==> src/rtl/mcc_pkg.sv <==
package mcc_pkg;

   // Categories of state change that may raise the transition flag
   typedef struct packed {
      logic to_busy;   // idle -> any busy code
      logic to_idle;   // init or busy -> idle
   } xfer_ev_t;

   localparam int unsigned MASK_W = 2;
   localparam int unsigned FLAG_W = 2;

   localparam int unsigned MASK_BUSY_BIT = 0;
   localparam int unsigned MASK_IDLE_BIT = 1;
   localparam int unsigned FLAG_T_BIT    = 0;
   localparam int unsigned FLAG_E_BIT    = 1;

endpackage

==> src/rtl/mcc_cmd_front.sv <==
module mcc_cmd_front #(
   parameter int unsigned CMD_W = 8
) (
   input  logic             clk,
   input  logic             rst_n,
   input  logic             cmd_we,
   input  logic [CMD_W-1:0] cmd_wdata,
   input  logic             trig_we,
   output logic             pend_o,
   output logic [CMD_W-1:0] hold_o,
   output logic             ready_o
);

   logic [CMD_W-1:0] cmd_q;
   logic [CMD_W-1:0] hold_q;
   logic             pend_q;

   always_ff @(posedge clk or negedge rst_n) begin
      if (!rst_n) begin
         cmd_q <= '0;
      end else if (cmd_we) begin
         cmd_q <= cmd_wdata;
      end
   end

   // One-cycle decode slot; a trigger during the slot is dropped
   always_ff @(posedge clk or negedge rst_n) begin
      if (!rst_n) begin
         pend_q <= 1'b0;
         hold_q <= '0;
      end else if (pend_q) begin
         pend_q <= 1'b0;
      end else if (trig_we) begin
         pend_q <= 1'b1;
         hold_q <= cmd_q;
      end
   end

   assign pend_o  = pend_q;
   assign hold_o  = hold_q;
   assign ready_o = !pend_q;

   a_r5_ready_one_cycle: assert property (@(posedge clk) disable iff (!rst_n)
      pend_q |=> !pend_q);

   a_r5_no_pend_without_trig: assert property (@(posedge clk) disable iff (!rst_n)
      (!trig_we) |=> !pend_q);

endmodule

==> src/rtl/mcc_seq.sv <==
module mcc_seq
   import mcc_pkg::*;
#(
   parameter int unsigned CMD_W       = 8,
   parameter int unsigned ST_W        = 16,
   parameter int unsigned N_KINDS     = 4,
   parameter int unsigned CODE_INIT   = 16,
   parameter int unsigned CODE_STOP   = 255,
   parameter int unsigned CODE_START0 = 1,
   parameter int unsigned ST_INIT     = 0,
   parameter int unsigned ST_IDLE     = 1,
   parameter int unsigned ST_PROC0    = 2
) (
   input  logic             clk,
   input  logic             rst_n,
   input  logic             pend_i,
   input  logic [CMD_W-1:0] hold_i,
   input  logic             done_i,
   input  logic             lock_i,
   output logic [ST_W-1:0]  state_o,
   output logic             cmd_bad_o,
   output logic             init_hit_o,
   output xfer_ev_t         ev_o
);

   localparam logic [ST_W-1:0]  S_INIT  = ST_W'(ST_INIT);
   localparam logic [ST_W-1:0]  S_IDLE  = ST_W'(ST_IDLE);
   localparam logic [ST_W-1:0]  S_BUSY0 = ST_W'(ST_PROC0);
   localparam logic [ST_W-1:0]  S_BUSYN = ST_W'(ST_PROC0 + N_KINDS);
   localparam logic [CMD_W-1:0] C_INIT  = CMD_W'(CODE_INIT);
   localparam logic [CMD_W-1:0] C_STOP  = CMD_W'(CODE_STOP);

   logic [ST_W-1:0]    state_q, state_d;
   logic [ST_W-1:0]    start_state;
   logic [N_KINDS-1:0] start_hit;
   logic               is_idle, is_busy, nx_busy;
   logic               cmd_ok, cmd_bad, init_hit;

   // One comparator per test kind
   for (genvar k = 0; k < N_KINDS; k++) begin : g_start
      assign start_hit[k] = (hold_i == CMD_W'(CODE_START0 + k));
   end

   always_comb begin
      start_state = S_IDLE;
      for (int k = 0; k < N_KINDS; k++) begin
         if (start_hit[k]) start_state = ST_W'(ST_PROC0 + k);
      end
   end

   assign is_idle = (state_q == S_IDLE);
   assign is_busy = (state_q >= S_BUSY0) && (state_q < S_BUSYN);
   assign nx_busy = (state_d >= S_BUSY0) && (state_d < S_BUSYN);

   always_comb begin
      state_d  = state_q;
      cmd_ok   = 1'b0;
      cmd_bad  = 1'b0;
      init_hit = 1'b0;
      if (pend_i) begin
         if (hold_i == C_INIT) begin
            state_d  = S_IDLE;
            cmd_ok   = 1'b1;
            init_hit = 1'b1;
         end else if (lock_i) begin
            cmd_bad = 1'b1;
         end else if (|start_hit) begin
            if (is_idle) begin
               state_d = start_state;
               cmd_ok  = 1'b1;
            end else begin
               cmd_bad = 1'b1;
            end
         end else if (hold_i == C_STOP) begin
            if (is_busy) begin
               state_d = S_IDLE;
               cmd_ok  = 1'b1;
            end else begin
               cmd_bad = 1'b1;
            end
         end else begin
            cmd_bad = 1'b1;
         end
      end
      if (!cmd_ok && done_i && is_busy) begin
         state_d = S_IDLE;
      end
   end

   always_ff @(posedge clk or negedge rst_n) begin
      if (!rst_n) state_q <= S_INIT;
      else        state_q <= state_d;
   end

   assign state_o       = state_q;
   assign cmd_bad_o     = cmd_bad;
   assign init_hit_o    = init_hit;
   assign ev_o.to_busy  = is_idle && nx_busy;
   assign ev_o.to_idle  = !is_idle && (state_d == S_IDLE);

   a_r3_state_legal: assert property (@(posedge clk) disable iff (!rst_n)
      (state_q == S_INIT) || (state_q == S_IDLE) ||
      ((state_q >= S_BUSY0) && (state_q < S_BUSYN)));

   a_r5_state_quiet: assert property (@(posedge clk) disable iff (!rst_n)
      (!pend_i && !done_i) |=> $stable(state_q));

   a_r2_init_to_idle: assert property (@(posedge clk) disable iff (!rst_n)
      (pend_i && hold_i == C_INIT) |=> (state_q == S_IDLE));

   a_r7_locked_reject: assert property (@(posedge clk) disable iff (!rst_n)
      (pend_i && lock_i && hold_i != C_INIT && !done_i) |=> $stable(state_q));

endmodule

==> src/rtl/mcc_errlog.sv <==
module mcc_errlog #(
   parameter int unsigned ERR_W       = 16,
   parameter int unsigned ERR_CMD_BIT = 0,
   parameter int unsigned ERR_FID_BIT = 14,
   parameter int unsigned ERR_OTH_BIT = 15
) (
   input  logic             clk,
   input  logic             rst_n,
   input  logic             cmd_bad_i,
   input  logic             fid_err_i,
   input  logic             oth_err_i,
   input  logic             init_hit_i,
   input  logic             eclr_i,
   output logic [ERR_W-1:0] error_o,
   output logic             err_set_o,
   output logic             lock_o
);

   logic [ERR_W-1:0] error_q;
   logic [ERR_W-1:0] new_bits;
   logic             lock_q;
   logic             fatal;

   always_comb begin
      new_bits              = '0;
      new_bits[ERR_CMD_BIT] = cmd_bad_i;
      new_bits[ERR_FID_BIT] = fid_err_i;
      new_bits[ERR_OTH_BIT] = oth_err_i;
   end

   assign fatal = fid_err_i || oth_err_i;

   always_ff @(posedge clk or negedge rst_n) begin
      if (!rst_n) begin
         error_q <= '0;
         lock_q  <= 1'b0;
      end else begin
         error_q <= (eclr_i ? '0 : error_q) | new_bits;
         if (fatal)           lock_q <= 1'b1;
         else if (init_hit_i) lock_q <= 1'b0;
      end
   end

   assign error_o   = error_q;
   assign err_set_o = |new_bits;
   assign lock_o    = lock_q;

   a_r9_bits_sticky: assert property (@(posedge clk) disable iff (!rst_n)
      (!eclr_i) |=> ((error_q & $past(error_q)) == $past(error_q)));

   a_r7_lock_on_fault: assert property (@(posedge clk) disable iff (!rst_n)
      (fid_err_i || oth_err_i) |=> lock_q);

endmodule

==> src/rtl/mcc_irq.sv <==
module mcc_irq
   import mcc_pkg::*;
#(
   parameter bit IRQ_REG = 1'b0
) (
   input  logic              clk,
   input  logic              rst_n,
   input  logic              mask_we,
   input  logic [MASK_W-1:0] mask_wdata,
   input  logic              ien_we,
   input  logic              ien_wdata,
   input  logic              flag_we,
   input  logic [FLAG_W-1:0] flag_wdata,
   input  xfer_ev_t          ev_i,
   input  logic              err_set_i,
   output logic              eclr_o,
   output logic              tflag_o,
   output logic              eflag_o,
   output logic              irq_o
);

   logic [MASK_W-1:0] mask_q;
   logic              ien_q, tflag_q, eflag_q;
   logic              tset, tclr, eclr, irq_raw;

   assign tset = (ev_i.to_busy && mask_q[MASK_BUSY_BIT]) ||
                 (ev_i.to_idle && mask_q[MASK_IDLE_BIT]);
   assign tclr = flag_we && !flag_wdata[FLAG_T_BIT];
   assign eclr = flag_we && !flag_wdata[FLAG_E_BIT];

   always_ff @(posedge clk or negedge rst_n) begin
      if (!rst_n) begin
         mask_q  <= '0;
         ien_q   <= 1'b0;
         tflag_q <= 1'b0;
         eflag_q <= 1'b0;
      end else begin
         if (mask_we) mask_q <= mask_wdata;
         if (ien_we)  ien_q  <= ien_wdata;
         tflag_q <= tset      || (tflag_q && !tclr);
         eflag_q <= err_set_i || (eflag_q && !eclr);
      end
   end

   assign irq_raw = ien_q && (tflag_q || eflag_q);

   if (IRQ_REG) begin : g_irq_reg
      logic irq_q;
      always_ff @(posedge clk or negedge rst_n) begin
         if (!rst_n) irq_q <= 1'b0;
         else        irq_q <= irq_raw;
      end
      assign irq_o = irq_q;
   end else begin : g_irq_comb
      assign irq_o = irq_raw;
   end

   assign eclr_o  = eclr;
   assign tflag_o = tflag_q;
   assign eflag_o = eflag_q;

   a_r10_tflag_clear: assert property (@(posedge clk) disable iff (!rst_n)
      (flag_we && !flag_wdata[FLAG_T_BIT] && !ev_i.to_busy && !ev_i.to_idle) |=> !tflag_q);

   a_r9_eflag_on_error: assert property (@(posedge clk) disable iff (!rst_n)
      err_set_i |=> eflag_q);

   a_r8_all_masked: assert property (@(posedge clk) disable iff (!rst_n)
      (mask_q == '0 && !tflag_q) |=> !tflag_q);

endmodule

==> src/rtl/memchk_cmd_ctrl.sv <==
module memchk_cmd_ctrl
   import mcc_pkg::*;
#(
   parameter int unsigned CMD_W       = 8,
   parameter int unsigned ST_W        = 16,
   parameter int unsigned ERR_W       = 16,
   parameter int unsigned N_KINDS     = 4,
   parameter int unsigned CODE_INIT   = 16,
   parameter int unsigned CODE_STOP   = 255,
   parameter int unsigned CODE_START0 = 1,
   parameter int unsigned ST_INIT     = 0,
   parameter int unsigned ST_IDLE     = 1,
   parameter int unsigned ST_PROC0    = 2,
   parameter int unsigned ERR_CMD_BIT = 0,
   parameter int unsigned ERR_FID_BIT = 14,
   parameter int unsigned ERR_OTH_BIT = 15,
   parameter bit          IRQ_REG     = 1'b0
) (
   input  logic             clk,
   input  logic             rst_n,
   input  logic             cmd_we,
   input  logic [CMD_W-1:0] cmd_wdata,
   input  logic             trig_we,
   input  logic             mask_we,
   input  logic [1:0]       mask_wdata,
   input  logic             ien_we,
   input  logic             ien_wdata,
   input  logic             flag_we,
   input  logic [1:0]       flag_wdata,
   input  logic             done_i,
   input  logic             fid_err_i,
   input  logic             oth_err_i,
   output logic             ready_o,
   output logic [ST_W-1:0]  state_o,
   output logic [ERR_W-1:0] error_o,
   output logic             tflag_o,
   output logic             eflag_o,
   output logic             irq_o
);

   localparam longint unsigned CMD_SPAN = 64'd1 << CMD_W;
   localparam longint unsigned ST_SPAN  = 64'd1 << ST_W;

   if (CMD_W < 2 || CMD_W > 32) begin : g_chk_cmdw
      $error("command width out of range");
   end
   if (ST_W < 2 || ST_W > 32) begin : g_chk_stw
      $error("state width out of range");
   end
   if (N_KINDS < 1) begin : g_chk_kinds
      $error("at least one test kind needed");
   end
   if (CODE_STOP >= CMD_SPAN || CODE_INIT >= CMD_SPAN ||
       CODE_START0 + N_KINDS > CMD_SPAN) begin : g_chk_codes
      $error("command code does not fit the command field");
   end
   if (ST_PROC0 + N_KINDS > ST_SPAN || ST_INIT == ST_IDLE ||
       ST_IDLE >= ST_PROC0 || ST_INIT >= ST_PROC0) begin : g_chk_states
      $error("state codes overlap or overflow");
   end
   if (ERR_CMD_BIT >= ERR_W || ERR_FID_BIT >= ERR_W || ERR_OTH_BIT >= ERR_W ||
       ERR_CMD_BIT == ERR_FID_BIT || ERR_FID_BIT == ERR_OTH_BIT ||
       ERR_CMD_BIT == ERR_OTH_BIT) begin : g_chk_errbits
      $error("error bit positions invalid");
   end

   logic             pend;
   logic [CMD_W-1:0] hold;
   logic             cmd_bad, init_hit, lock, err_set, eclr;
   xfer_ev_t         ev;

   mcc_cmd_front #(.CMD_W(CMD_W)) u_front (
      .clk      (clk),
      .rst_n    (rst_n),
      .cmd_we   (cmd_we),
      .cmd_wdata(cmd_wdata),
      .trig_we  (trig_we),
      .pend_o   (pend),
      .hold_o   (hold),
      .ready_o  (ready_o)
   );

   mcc_seq #(
      .CMD_W      (CMD_W),
      .ST_W       (ST_W),
      .N_KINDS    (N_KINDS),
      .CODE_INIT  (CODE_INIT),
      .CODE_STOP  (CODE_STOP),
      .CODE_START0(CODE_START0),
      .ST_INIT    (ST_INIT),
      .ST_IDLE    (ST_IDLE),
      .ST_PROC0   (ST_PROC0)
   ) u_seq (
      .clk       (clk),
      .rst_n     (rst_n),
      .pend_i    (pend),
      .hold_i    (hold),
      .done_i    (done_i),
      .lock_i    (lock),
      .state_o   (state_o),
      .cmd_bad_o (cmd_bad),
      .init_hit_o(init_hit),
      .ev_o      (ev)
   );

   mcc_errlog #(
      .ERR_W      (ERR_W),
      .ERR_CMD_BIT(ERR_CMD_BIT),
      .ERR_FID_BIT(ERR_FID_BIT),
      .ERR_OTH_BIT(ERR_OTH_BIT)
   ) u_err (
      .clk       (clk),
      .rst_n     (rst_n),
      .cmd_bad_i (cmd_bad),
      .fid_err_i (fid_err_i),
      .oth_err_i (oth_err_i),
      .init_hit_i(init_hit),
      .eclr_i    (eclr),
      .error_o   (error_o),
      .err_set_o (err_set),
      .lock_o    (lock)
   );

   mcc_irq #(.IRQ_REG(IRQ_REG)) u_irq (
      .clk       (clk),
      .rst_n     (rst_n),
      .mask_we   (mask_we),
      .mask_wdata(mask_wdata),
      .ien_we    (ien_we),
      .ien_wdata (ien_wdata),
      .flag_we   (flag_we),
      .flag_wdata(flag_wdata),
      .ev_i      (ev),
      .err_set_i (err_set),
      .eclr_o    (eclr),
      .tflag_o   (tflag_o),
      .eflag_o   (eflag_o),
      .irq_o     (irq_o)
   );

   a_r6_bad_cmd_logged: assert property (@(posedge clk) disable iff (!rst_n)
      cmd_bad |=> error_o[ERR_CMD_BIT]);

endmodule

==> config.mk <==
export PLATFORM = sky130hd
export DESIGN_NAME = memchk_cmd_ctrl
export DESIGN_NICKNAME = d
export VERILOG_FILES = /design/src/rtl/mcc_pkg.sv /design/src/rtl/mcc_cmd_front.sv /design/src/rtl/mcc_seq.sv /design/src/rtl/mcc_errlog.sv /design/src/rtl/mcc_irq.sv /design/src/rtl/memchk_cmd_ctrl.sv
export SDC_FILE = /design/constraint.sdc
export NUM_CORES = 1
export LEC_CHECK = 0
export ABC_CLOCK_PERIOD_IN_PS = 4400
export BUFFER_PORTS_ARGS = -buffer_cell sky130_fd_sc_hd__buf_2
export CAP_MARGIN = 40
export CORE_MARGIN = 5
export CORE_UTILIZATION = 34
export DETAILED_ROUTE_END_ITERATION = 6
export GPL_TIMING_DRIVEN = 0
export PLACE_DENSITY = 0.62
export SETUP_SLACK_MARGIN = 0.3
export SLEW_MARGIN = 20
export SYNTH_ARGS = -nofsm -noshare
export SYNTH_HDL_FRONTEND = slang
export SYNTH_SLANG_ARGS = --single-unit
==> constraint.sdc <==
create_clock -name clk -period 4.4 [get_ports clk]
set_clock_uncertainty 0.15 [all_clocks]
set_input_delay 0.44 -clock clk [delete_from_list [all_inputs] [get_ports clk]]
set_output_delay 0.44 -clock clk [all_outputs]
set_load 0.05 [all_outputs]
; ---- After elaboration in Yosys (flattened, before gate mapping)
; Index checks and enable logic that the tools add are counted.
[word_totals]
reg_bits = 55
in_bits = 23
wordCells = 86
[classes]
magnitude_cmp = 4
n_eq_ne = 8
n_mux = 33
bitwise = 2
n_reduce_logical = 29
[op_table]
columns = op, count
row1 = $mux 16, 12
row2 = $eq 16x1->1 const B, 2
row3 = $ge 16x2->1 const B, 2
row4 = $lt 16x3->1 const B, 2
row5 = $mux 1, 20
row6 = $eq 8x2->1 const B, 2
row7 = $or 16x16->16, 1
row8 = $logic_and 1x1->1, 13
row9 = $eq 8x1->1 const B, 1
row10 = $eq 8x3->1 const B, 1
row11 = $eq 8x5->1 const B, 1
row12 = $eq 8x8->1 const B, 1
row13 = $logic_not 1->1, 7
row14 = $logic_or 1x1->1, 5
row15 = $reduce_or 4->1, 1
row16 = $reduce_or 3->1, 1
row17 = $mux 2, 1
row18 = $reduce_and 2->1, 1
row19 = $reduce_bool 2->1, 1
row20 = $not 1->1, 1

; ---- Longest topological paths before layout
; Gate-level depths: netlist of run 1.
[depth]
depth_word = 18
ltp_mapped = 7
mapped_depth_nobuf = 6

; ---- Hierarchy
; A second synthesis of run 1 with hierarchy kept.
[unflattened]
cells_unflattened = 170
area_unflattened_um2 = 2010.7
[by_module_without_submodules]
columns = mod, n_inst, cells_each, area_per_inst_um2
row1 = mcc_seq, 1, 91, 880.8
row2 = mcc_cmd_front, 1, 37, 661.9
row3 = mcc_errlog, 1, 26, 247.7
row4 = mcc_irq, 1, 16, 220.2

; ---- Least setup slack after synthesis of run 1
; No wires, ideal clock.
[synth_path]
kind = register to register
start = register u_seq.state_q[9], in the netlist u_seq.state_o[9]
end = register u_irq.tflag_q, in the netlist u_irq.tflag_o
arrival_time_ns = 2.472
t_required_ns = 4.164
path_slack_ns = 1.692
stages_incl_launch_ff = 7
n_path_buf = 0
period_less_slack_ns = 2.708
path_cell_list = dfrtp_1 > or4_4 > nor3_4 > a41oi_2 > a32o_1 > or4b_1 > a32oi_1
[synth_between]
elab_chain_cells = 18
[synth_lines]
columns = element, line
row1 = start: declaration, mcc_seq.sv:33  ; logic [ST_W-1:0] state_q, state_d;
row2 = start signal: assignment, mcc_seq.sv:92  ; else state_q <= state_d;
row3 = $ge 16x2->1 or $lt 16x3->1 (tied branches), mcc_seq.sv:52  ; assign is_busy = (state_q >= S_BUSY0) && (state_q < S_BUSYN);
row4 = $logic_and 1x1->1, mcc_seq.sv:52
row5 = $mux 1, mcc_seq.sv:75  ; if (is_busy) begin
row6 = $mux 1, mcc_seq.sv:74  ; end else if (hold_i == C_STOP) begin
row7 = $mux 1, mcc_seq.sv:67  ; end else if (|start_hit) begin
row8 = $mux 1, mcc_seq.sv:65  ; end else if (lock_i) begin
row9 = $mux 1, mcc_seq.sv:61  ; if (hold_i == C_INIT) begin
row10 = $mux 1, mcc_seq.sv:60  ; if (pend_i) begin
row11 = $logic_not 1->1, mcc_seq.sv:85  ; if (!cmd_ok && done_i && is_busy) begin
row12 = $logic_and 1x1->1 (2 in a row), mcc_seq.sv:85
row13 = $mux 16, mcc_seq.sv:85
row14 = $ge 16x2->1 or $lt 16x3->1 (tied branches), mcc_seq.sv:53  ; assign nx_busy = (state_d >= S_BUSY0) && (state_d < S_BUSYN);
row15 = $logic_and 1x1->1, mcc_seq.sv:53
row16 = $logic_and 1x1->1, mcc_seq.sv:98  ; assign ev_o.to_busy = is_idle && nx_busy;
row17 = $logic_and 1x1->1, mcc_irq.sv:26  ; assign tset = (ev_i.to_busy && mask_q[MASK_BUSY_BIT]) ||
row18 = $logic_or 1x1->1 *, mcc_irq.sv:26
row19 = $logic_or 1x1->1 *, mcc_irq.sv:40  ; tflag_q <= tset || (tflag_q && !tclr);
row20 = end signal: assignment, mcc_irq.sv:40
row21 = end: declaration, mcc_irq.sv:23  ; logic ien_q, tflag_q, eflag_q;
; Mark *: on every way between the ends. The rest lies on a longest branch, timed or not.
; A chain may end at the register's enable or synchronous reset.

; ---- Final worst setup path of run 1
[layout_path]
start = register u_seq.state_q[15], in the netlist u_seq.state_o[15]
end = register u_irq.tflag_q, in the netlist u_irq.tflag_o
; Same word-level chain as after synthesis.

==> results of run 1 <==
## per-stage QoR
step	instance area, sq um	hold slack [ps]
floorplan	1950	-5.59
global placement	2260	305
detailed placement	2290	285
CTS	2410	182
global route	2410	183
finish	2410	190
## repair_timing
item / CTS / global route
hold buffers: 1 / 0
endpoints found under the setup margin: 0 / 0
endpoints found under the hold margin: 19 / 0
## report_power, final
part,switching [mW],internal (mW),leakage [nW]
clock,0.126,0.169,0.0514
sequential,0.0270,0.417,0.515
combinational,0.102,0.0644,0.583
total,0.255,0.651,1.15
## registers in the layout (all words and copies together), names as in the netlist
| name | flops |
|---|---|
| u_err.error_o | 3 |
| u_err.lock_o | 1 |
| u_front.cmd_q | 8 |
| u_front.hold_o | 8 |
| u_front.pend_o | 1 |
| u_irq.eflag_o | 1 |
| u_irq.ien_q | 1 |
| u_irq.mask_q | 2 |
| u_irq.tflag_o | 1 |
| u_seq.state_o | 16 |
## critical path: cells and delay by family (launching register included)
kind            cells  cell delay, ps
flops               1             390
compound gates      3             650
simple gates        3            1440
## routing by layer
layer  share of wire  global-route usage
met1            0.46               0.140
met2            0.45               0.162
met3           0.078              0.0379
met4           0.010              0.0259
met5               0                   0
## worst paths after layout
| kind | start | to | slack [ps] | cells past startpoint |
|---|---|---|---|---|
| max | u_seq.state_o[15] | u_irq.tflag_o | 1680 | 6 |
| min | oth_err_i | u_err.error_o[15] | 190 | 2 |
| max reg2reg | u_seq.state_o[15] | u_irq.tflag_o | 1680 | 6 |
| min reg2reg | u_err.error_o[15] | u_err.error_o[15] | 330 | 1 |
| max in group asynchronous | rst_n | u_front.hold_o[4] | 3140 | 3 |
| min in group asynchronous | rst_n | u_front.hold_o[0] | 500 | 2 |
## area by class of cell
class	count	area [sq um]
fillers	530	3070
flip-flops and latches	42	1050
multi-input cells	108	773
repair buffers	46	258
plain buffers	16	109
well taps	72	90.1
clock buffers	6	72.6
clock inverters	2	37.5
inverters	4	15.0
## cells in the final DEF (no fill, tap or decap), types with 2 or more instances in the layout
master	count
nor3_1	2
or4_1	2
nand4_1	5
nor2b_1	4
xnor2_1	3
inv_1	4
a21boi_0	2
mux2_2	18
conb_1	13
or2_2	2
buf_4	13
nand2_1	4
and2_1	14
a21oi_1	2
nor4_1	3
clkbuf_8	5
o21ai_0	3
dfrtp_1	42
nand3_1	2
a21o_1	5
buf_2	44
nor2_1	5
clkbuf_1	4
## logic make-up after synthesis
group,count (synthesis),synth area share
other cells,1,0.00197
flops,42,0.552
mux,18,0.107
simple gates,53,0.174
buf+inv,20,0.0651
xor+xnor,3,0.0138
compound gates,21,0.0868
==> impl_metrics.ini, run 1 <==
[run_status]
status = finished clean

[placement]
dp_cells = 287
dpl_worst_slack_ps = 1710
place.gp.congestion = 0.889
portBuffers = 44
dpl.hpwl_um = 2970

[floorplan]
row_count = 27
dieArea_sq_um = 7190
die_h_um = 84.8
io_pins = 59
initial_core_util = 0.348
core_area_sq_um = 5470
die_w_um = 84.8

[timing]
hold_violations = 0
period_share = 0.617
period_needed_ps = 2720
final_max_slew_viol_count = 0
tightest_slew_ps = 665
slew_headroom = 0.553
setup_viol = 0
layout_setup_ws_ps = 1680
rsz0062_at_grt = no
max_freq_ghz = 0.368
setup_tns_ps = 0

[synth]
async_reset_ff_frac = 1.00
synth_common_cells = 42 x dfrtp_1, 18 x mux2_2, 14 x and2_1
synth_warnings = 0
synth_top_flop_cell = dfrtp_1
synth_area_sq_um = 1900
synth_most_common_cell = dfrtp_1
yosysSeqAreaShare = 0.552
synth_cell_types = 40
synth.area.top_cells = dfrtp_1 55%, mux2_2 11%, buf_4 5.1%
yosysTopAreaCell = dfrtp_1
synth_cells = 158
synth_top_area_share = 0.552
synth_edf_count = 0
syn_area_per_cell_sq_um = 12.0
ys_ff_latch = 42

[setup_path]
cp.arrival_ps = 2770
criticalPathCategory = reg -> reg
slowest_stage = nor4_1
cp-end-kind = flip-flop
crit_path_max_fanout = 4
start_kind = flip-flop
worstPathRequired_ps = 4460
max_stage_delay_ps = 640
crit_chain = or4_1 > nor4_1 > nand4_1 > o2bb2ai_1 > o2111ai_1 > a32oi_1

[drt]
antenna_left = 0
detailedRoute.firstPassIterationCount = 4
wirelength_um = 3680
drc_errors = 0
viasPerCell = 4.50
vias = 1333
wl_per_cell_um = 12.4
drt_iter0_drc = 49

[clock_network]
cts_buffer_depth = 2
cts_sinks = 42
postCtsSetupRepairBufs = 0
htreeDepth = 2
path_clk_slew_ps = 80
cts_resized = 0
cts_root_buf = clkbuf_8
clock_latency_ps = 280
cts_made_buffers = 5
cts_tree = built

[global_routing]
grt_max_degree = 24
antenna_found_initial = 0
grt_pass1_vias = 1315
grtUsageTotal = 0.105
grt_first_pass_wirelength_um = 6120
grt_overflow_total = 0

[job]
cap_viol_max_count = 0

[finish]
nets = 246
drive_above_1_share = 0.402
fin_cells = 296
final_util = 0.440
diodes = 0
area_delta_synth_final_pct = 26.4

[power_and_ir_drop]
report.power.total_uw = 906
power.density_nw_per_um2 = 376
power.leakage_nw = 1.15
ir_worst_vdd_mv = 0.214

[min_path]
hold_class = in -> reg
Power figures use the tool's default switching activity.
==> run 2, diff against run 1 <==
- ABC_CLOCK_PERIOD_IN_PS: 4400 -> 2820
- clock period: 4.4 -> 2.82 ns (I/O delays scaled with it)
==> run 2 against run 1 <==
- combinational power up 66%
- first-iteration DRC count down 2.0%
- non-clock buffer count up 7
- critical path depth unchanged
- clock-buffer cell count down 1
- clock power up 93%
- total power up 70%
- worst setup slack worse by 1400 ps
- sequential power up 57%
==> impl_metrics.ini, run 2 (synthesized netlist as in run 1, its figures left out) <==
[floorplan]
row_count = 27
dieArea_sq_um = 7190
die_w_um = 84.8
die_h_um = 84.8
core_area_sq_um = 5470
initial_core_util = 0.348
io_pins = 59

[drt]
antenna_left = 0
wl_met3_um = 344
drc_errors = 0
viasPerCell = 4.57
wl_per_cell_um = 13.1
drt_iter0_drc = 48
wl_met1_um = 1740
vias = 1384
topRoutingLayerUsed = met4
detailedRoute.firstPassIterationCount = 2
wl_met2_um = 1820
wirelength_um = 3960

[placement]
dpl.hpwl_um = 2940
place.gp.congestion = 0.825
portBuffers = 44
placed_cell_area_sq_um = 2300
dpl_worst_slack_ps = 169
dp_cells = 287

[timing]
layout_setup_ws_ps = 279
final_max_slew_viol_count = 0
hold_violations = 0
tightest_slew_ps = 623
period_needed_ps = 2540
rsz0062_at_grt = yes
slew_headroom = 0.584
period_share = 0.901
max_freq_ghz = 0.394
setup_tns_ps = 0
whs_ps = 16.2
setup_viol = 0

[clock_network]
htreeDepth = 2
cts_tree = built
cts_sinks = 42
cts_made_buffers = 5
cts_root_buf = clkbuf_8
clock_latency_ps = 300
cts_buffer_depth = 2
path_clk_slew_ps = 90

[finish]
nets = 253
fin_area_sq_um = 2570
drive_above_1_share = 0.489
mostFrequentLayoutCells = 44 x buf_2, 35 x dfrtp_1, 20 x buf_4, 18 x mux2_2, 14 x and2_1
largest_register_ffs = 16
area_delta_synth_final_pct = 35.0
final_common_cell = buf_2
fin_cells = 303
diodes = 0
final_util = 0.469

[min_path]
min-delay-start = oth_err_i
worstHoldPathCells = 2
hold_class = in -> reg

[global_routing]
grt_max_degree = 23
antenna_found_initial = 0
grt_overflow_total = 0
grt_pass1_vias = 1397
grtUsageTotal = 0.111
grt_first_pass_wirelength_um = 6500

[run_status]
status = finished clean

[setup_path]
reg2reg_depth = 6
cp.arrival_ps = 2610
crit_path_max_fanout = 4
critPathLaunch = u_seq.state_o[8]
worstPathRequired_ps = 2890
criticalPathCategory = reg -> reg
cp-end-kind = flip-flop
reg2reg_from = u_seq.state_o[8]
start_kind = flip-flop

[power_and_ir_drop]
power.leakage_nw = 1.21
report.power.total_mw = 1.54
ir_worst_vdd_mv = 0.268
power.density_nw_per_um2 = 600

[job]
cap_viol_max_count = 0
[run 2: power by group]
group	internal (mW)	switching (mW)	leakage, nW
clock	0.355	0.214	0.0683
combinational	0.108	0.167	0.643
sequential	0.651	0.0475	0.503
total	1.11	0.428	1.21
[run 2: final cells by class]
class / count / area (sq um)
clock inverter: 3 / 68.8
sequential: 42 / 1060
clock buffer: 5 / 68.8
multi-input combinational: 108 / 840
timing repair buffer: 53 / 310
buffer: 16 / 116
fill: 529 / 2900
tap: 72 / 90.1
inverter: 4 / 15.0
[run 2: final timing paths]
check                                     to  slack (ps)
max in group asynchronous  u_front.hold_o[2]        1710
max                            u_irq.tflag_o         280
min in group asynchronous        u_irq.ien_q         330
max reg2reg                    u_irq.tflag_o         280
min                        u_err.error_o[15]          20
min reg2reg                u_err.error_o[15]         330
[run 2: layer usage]
| metal | up-vias | GRT usage |
|---|---|---|
| li1 | 681 | - |
| met1 | 646 | 0.144 |
| met2 | 51 | 0.180 |
| met3 | 6 | 0.0369 |
| met4 | 0 | 0.0302 |
| met5 | - | 0 |
[run 2: worst max-delay path, cell delays in order (launching register included)]
cell	delay, ps
dfrtp_2	420
or4_4	550
nor3_4	230
a41oi_4	170
a32o_2	260
or4b_1	460
a32oi_1	210
[run 2: repair_timing]
item	4_1_cts	5_1_grt
endpoints found under the hold margin	20	0
hold buffers	1	0
endpoints found under the setup margin	10	10
pin swaps	0	8
gates resized for setup	6	7
buffers inserted	1	6
==> run 3, diff against run 2 <==
- PLACE_DENSITY: 0.62 -> not set
- REMOVE_ABC_BUFFERS: not set -> 1
==> run 3 against run 2 <==
- utilization down 3.7 points
- combinational power down 7.6%
- sequential share of layout area up 3.2 points
- largest cell class unchanged
- largest power group unchanged
- hold slack better by 7.1 ps
- highest routed layer unchanged
- sequential cell count unchanged
- worst setup slack better by 25 ps
- register-to-register slack better by 30 ps
- critical path depth unchanged
==> impl_metrics.ini, run 3 (synthesized netlist as in run 1, its figures left out) <==
[finish]
largest_register_ffs = 16
n_fill_cell = 534
final-seq-area_sq_um = 1050
area_delta_synth_final_pct = 24.3
fin_area_sq_um = 2370
final_common_cell = buf_2
final_util = 0.432
nets = 238
drive_above_1_share = 0.426
fin_cells = 288
multi_input_area_sq_um = 808
diodes = 0
mostFrequentLayoutCells = 45 x buf_2, 42 x dfrtp_1, 18 x mux2_2, 13 x and2_1, 13 x conb_1

[setup_path]
cp.arrival_ps = 2570
worstPathRequired_ps = 2880
start_kind = flip-flop
criticalPathCategory = reg -> reg
crit_path_max_fanout = 4
cp-end-kind = flip-flop

[timing]
final_max_slew_viol_count = 0
period_share = 0.892
tightest_slew_ps = 709
setup_viol = 0
slew_headroom = 0.527
rsz0062_at_grt = yes
hold_violations = 0
layout_setup_ws_ps = 304
max_freq_ghz = 0.397
setup_tns_ps = 0
period_needed_ps = 2520
whs_ps = 23.3

[floorplan]
core_area_sq_um = 5470
dieArea_sq_um = 7190
row_count = 27
io_pins = 59
initial_core_util = 0.348
die_w_um = 84.8
die_h_um = 84.8

[clock_network]
cts_sinks = 42
cts_buffer_depth = 2
cts_tree = built
htreeDepth = 2
cts_made_buffers = 5
path_clk_slew_ps = 80
clock_latency_ps = 290
cts_root_buf = clkbuf_8

[drt]
vias = 1358
viasPerCell = 4.72
antenna_left = 0
detailedRoute.firstPassIterationCount = 4
wl_per_cell_um = 13.0
wirelength_um = 3750
drt_iter0_drc = 85
drc_errors = 0

[global_routing]
antenna_found_initial = 0
grt_overflow_total = 0
grt_max_degree = 26
grtUsageTotal = 0.106
grt_first_pass_wirelength_um = 6040
grt_pass1_vias = 1303

[power_and_ir_drop]
report.power.total_mw = 1.35
power.leakage_nw = 1.12
power.density_nw_per_um2 = 568
ir_worst_vdd_mv = 0.244

[placement]
place.gp.congestion = 0.873
dpl.hpwl_um = 2850
placed_cell_area_sq_um = 2170
dpl_worst_slack_ps = 107
dp_cells = 272
portBuffers = 45

[job]
cap_viol_max_count = 0

[min_path]
hold_class = in -> reg

[run_status]
status = finished clean
run 3: worst max-delay path, cell delays in order, from the launching register on:
cell	delay, ps
dfrtp_1	380
or4_4	590
nor3_4	150
a41oi_2	170
a32o_2	300
or4b_1	480
a32oi_1	210
run 3: repair_timing:
action | 4_1_cts | 5_1_grt
pin swaps | 7 | 1
hold endpoints to repair | 17 | 0
hold buffers | 1 | 0
setup buffers | 7 | 0
setup endpoints to repair | 1 | 15
gates cloned | 0 | 0
gates resized for setup | 5 | 3
run 3: layer usage:
layer	global-route usage	wire [um]	up-vias
met5	0	0	-
met4	0.0345	47	0
met3	0.0359	259	5
met2	0.163	1790	46
met1	0.140	1660	656
li1	-	-	651
run 3: power by group:
| part | internal [mW] | switching, mW | leakage (nW) |
|---|---|---|---|
| clock | 0.179 | 0.219 | 0.0447 |
| combinational | 0.0946 | 0.159 | 0.564 |
| sequential | 0.651 | 0.0431 | 0.515 |
run 3: area by class of cell:
cell class,count,area share
clock inverters,3,0.0106
multi-input cells,108,0.342
flip-flops and latches,42,0.444
well taps,72,0.0381
repair buffers,54,0.130
inverters,4,0.00635
clock buffers,5,0.0291
run 3: path summary, 6_finish.rpt:
check | to | startpoint | slack (ps) | cells after the start
hold reg to reg | u_err.error_o[14] | u_err.error_o[14] | 330 | 1
hold / removal | u_err.error_o[15] | oth_err_i | 20 | 2
setup reg to reg | u_irq.tflag_o | u_seq.state_o[3] | 300 | 6
max in group asynchronous | u_front.hold_o[4] | rst_n | 1750 | 3
min in group asynchronous | u_seq.state_o[2] | rst_n | 310 | 2
setup / recovery | u_irq.tflag_o | u_seq.state_o[3] | 300 | 6
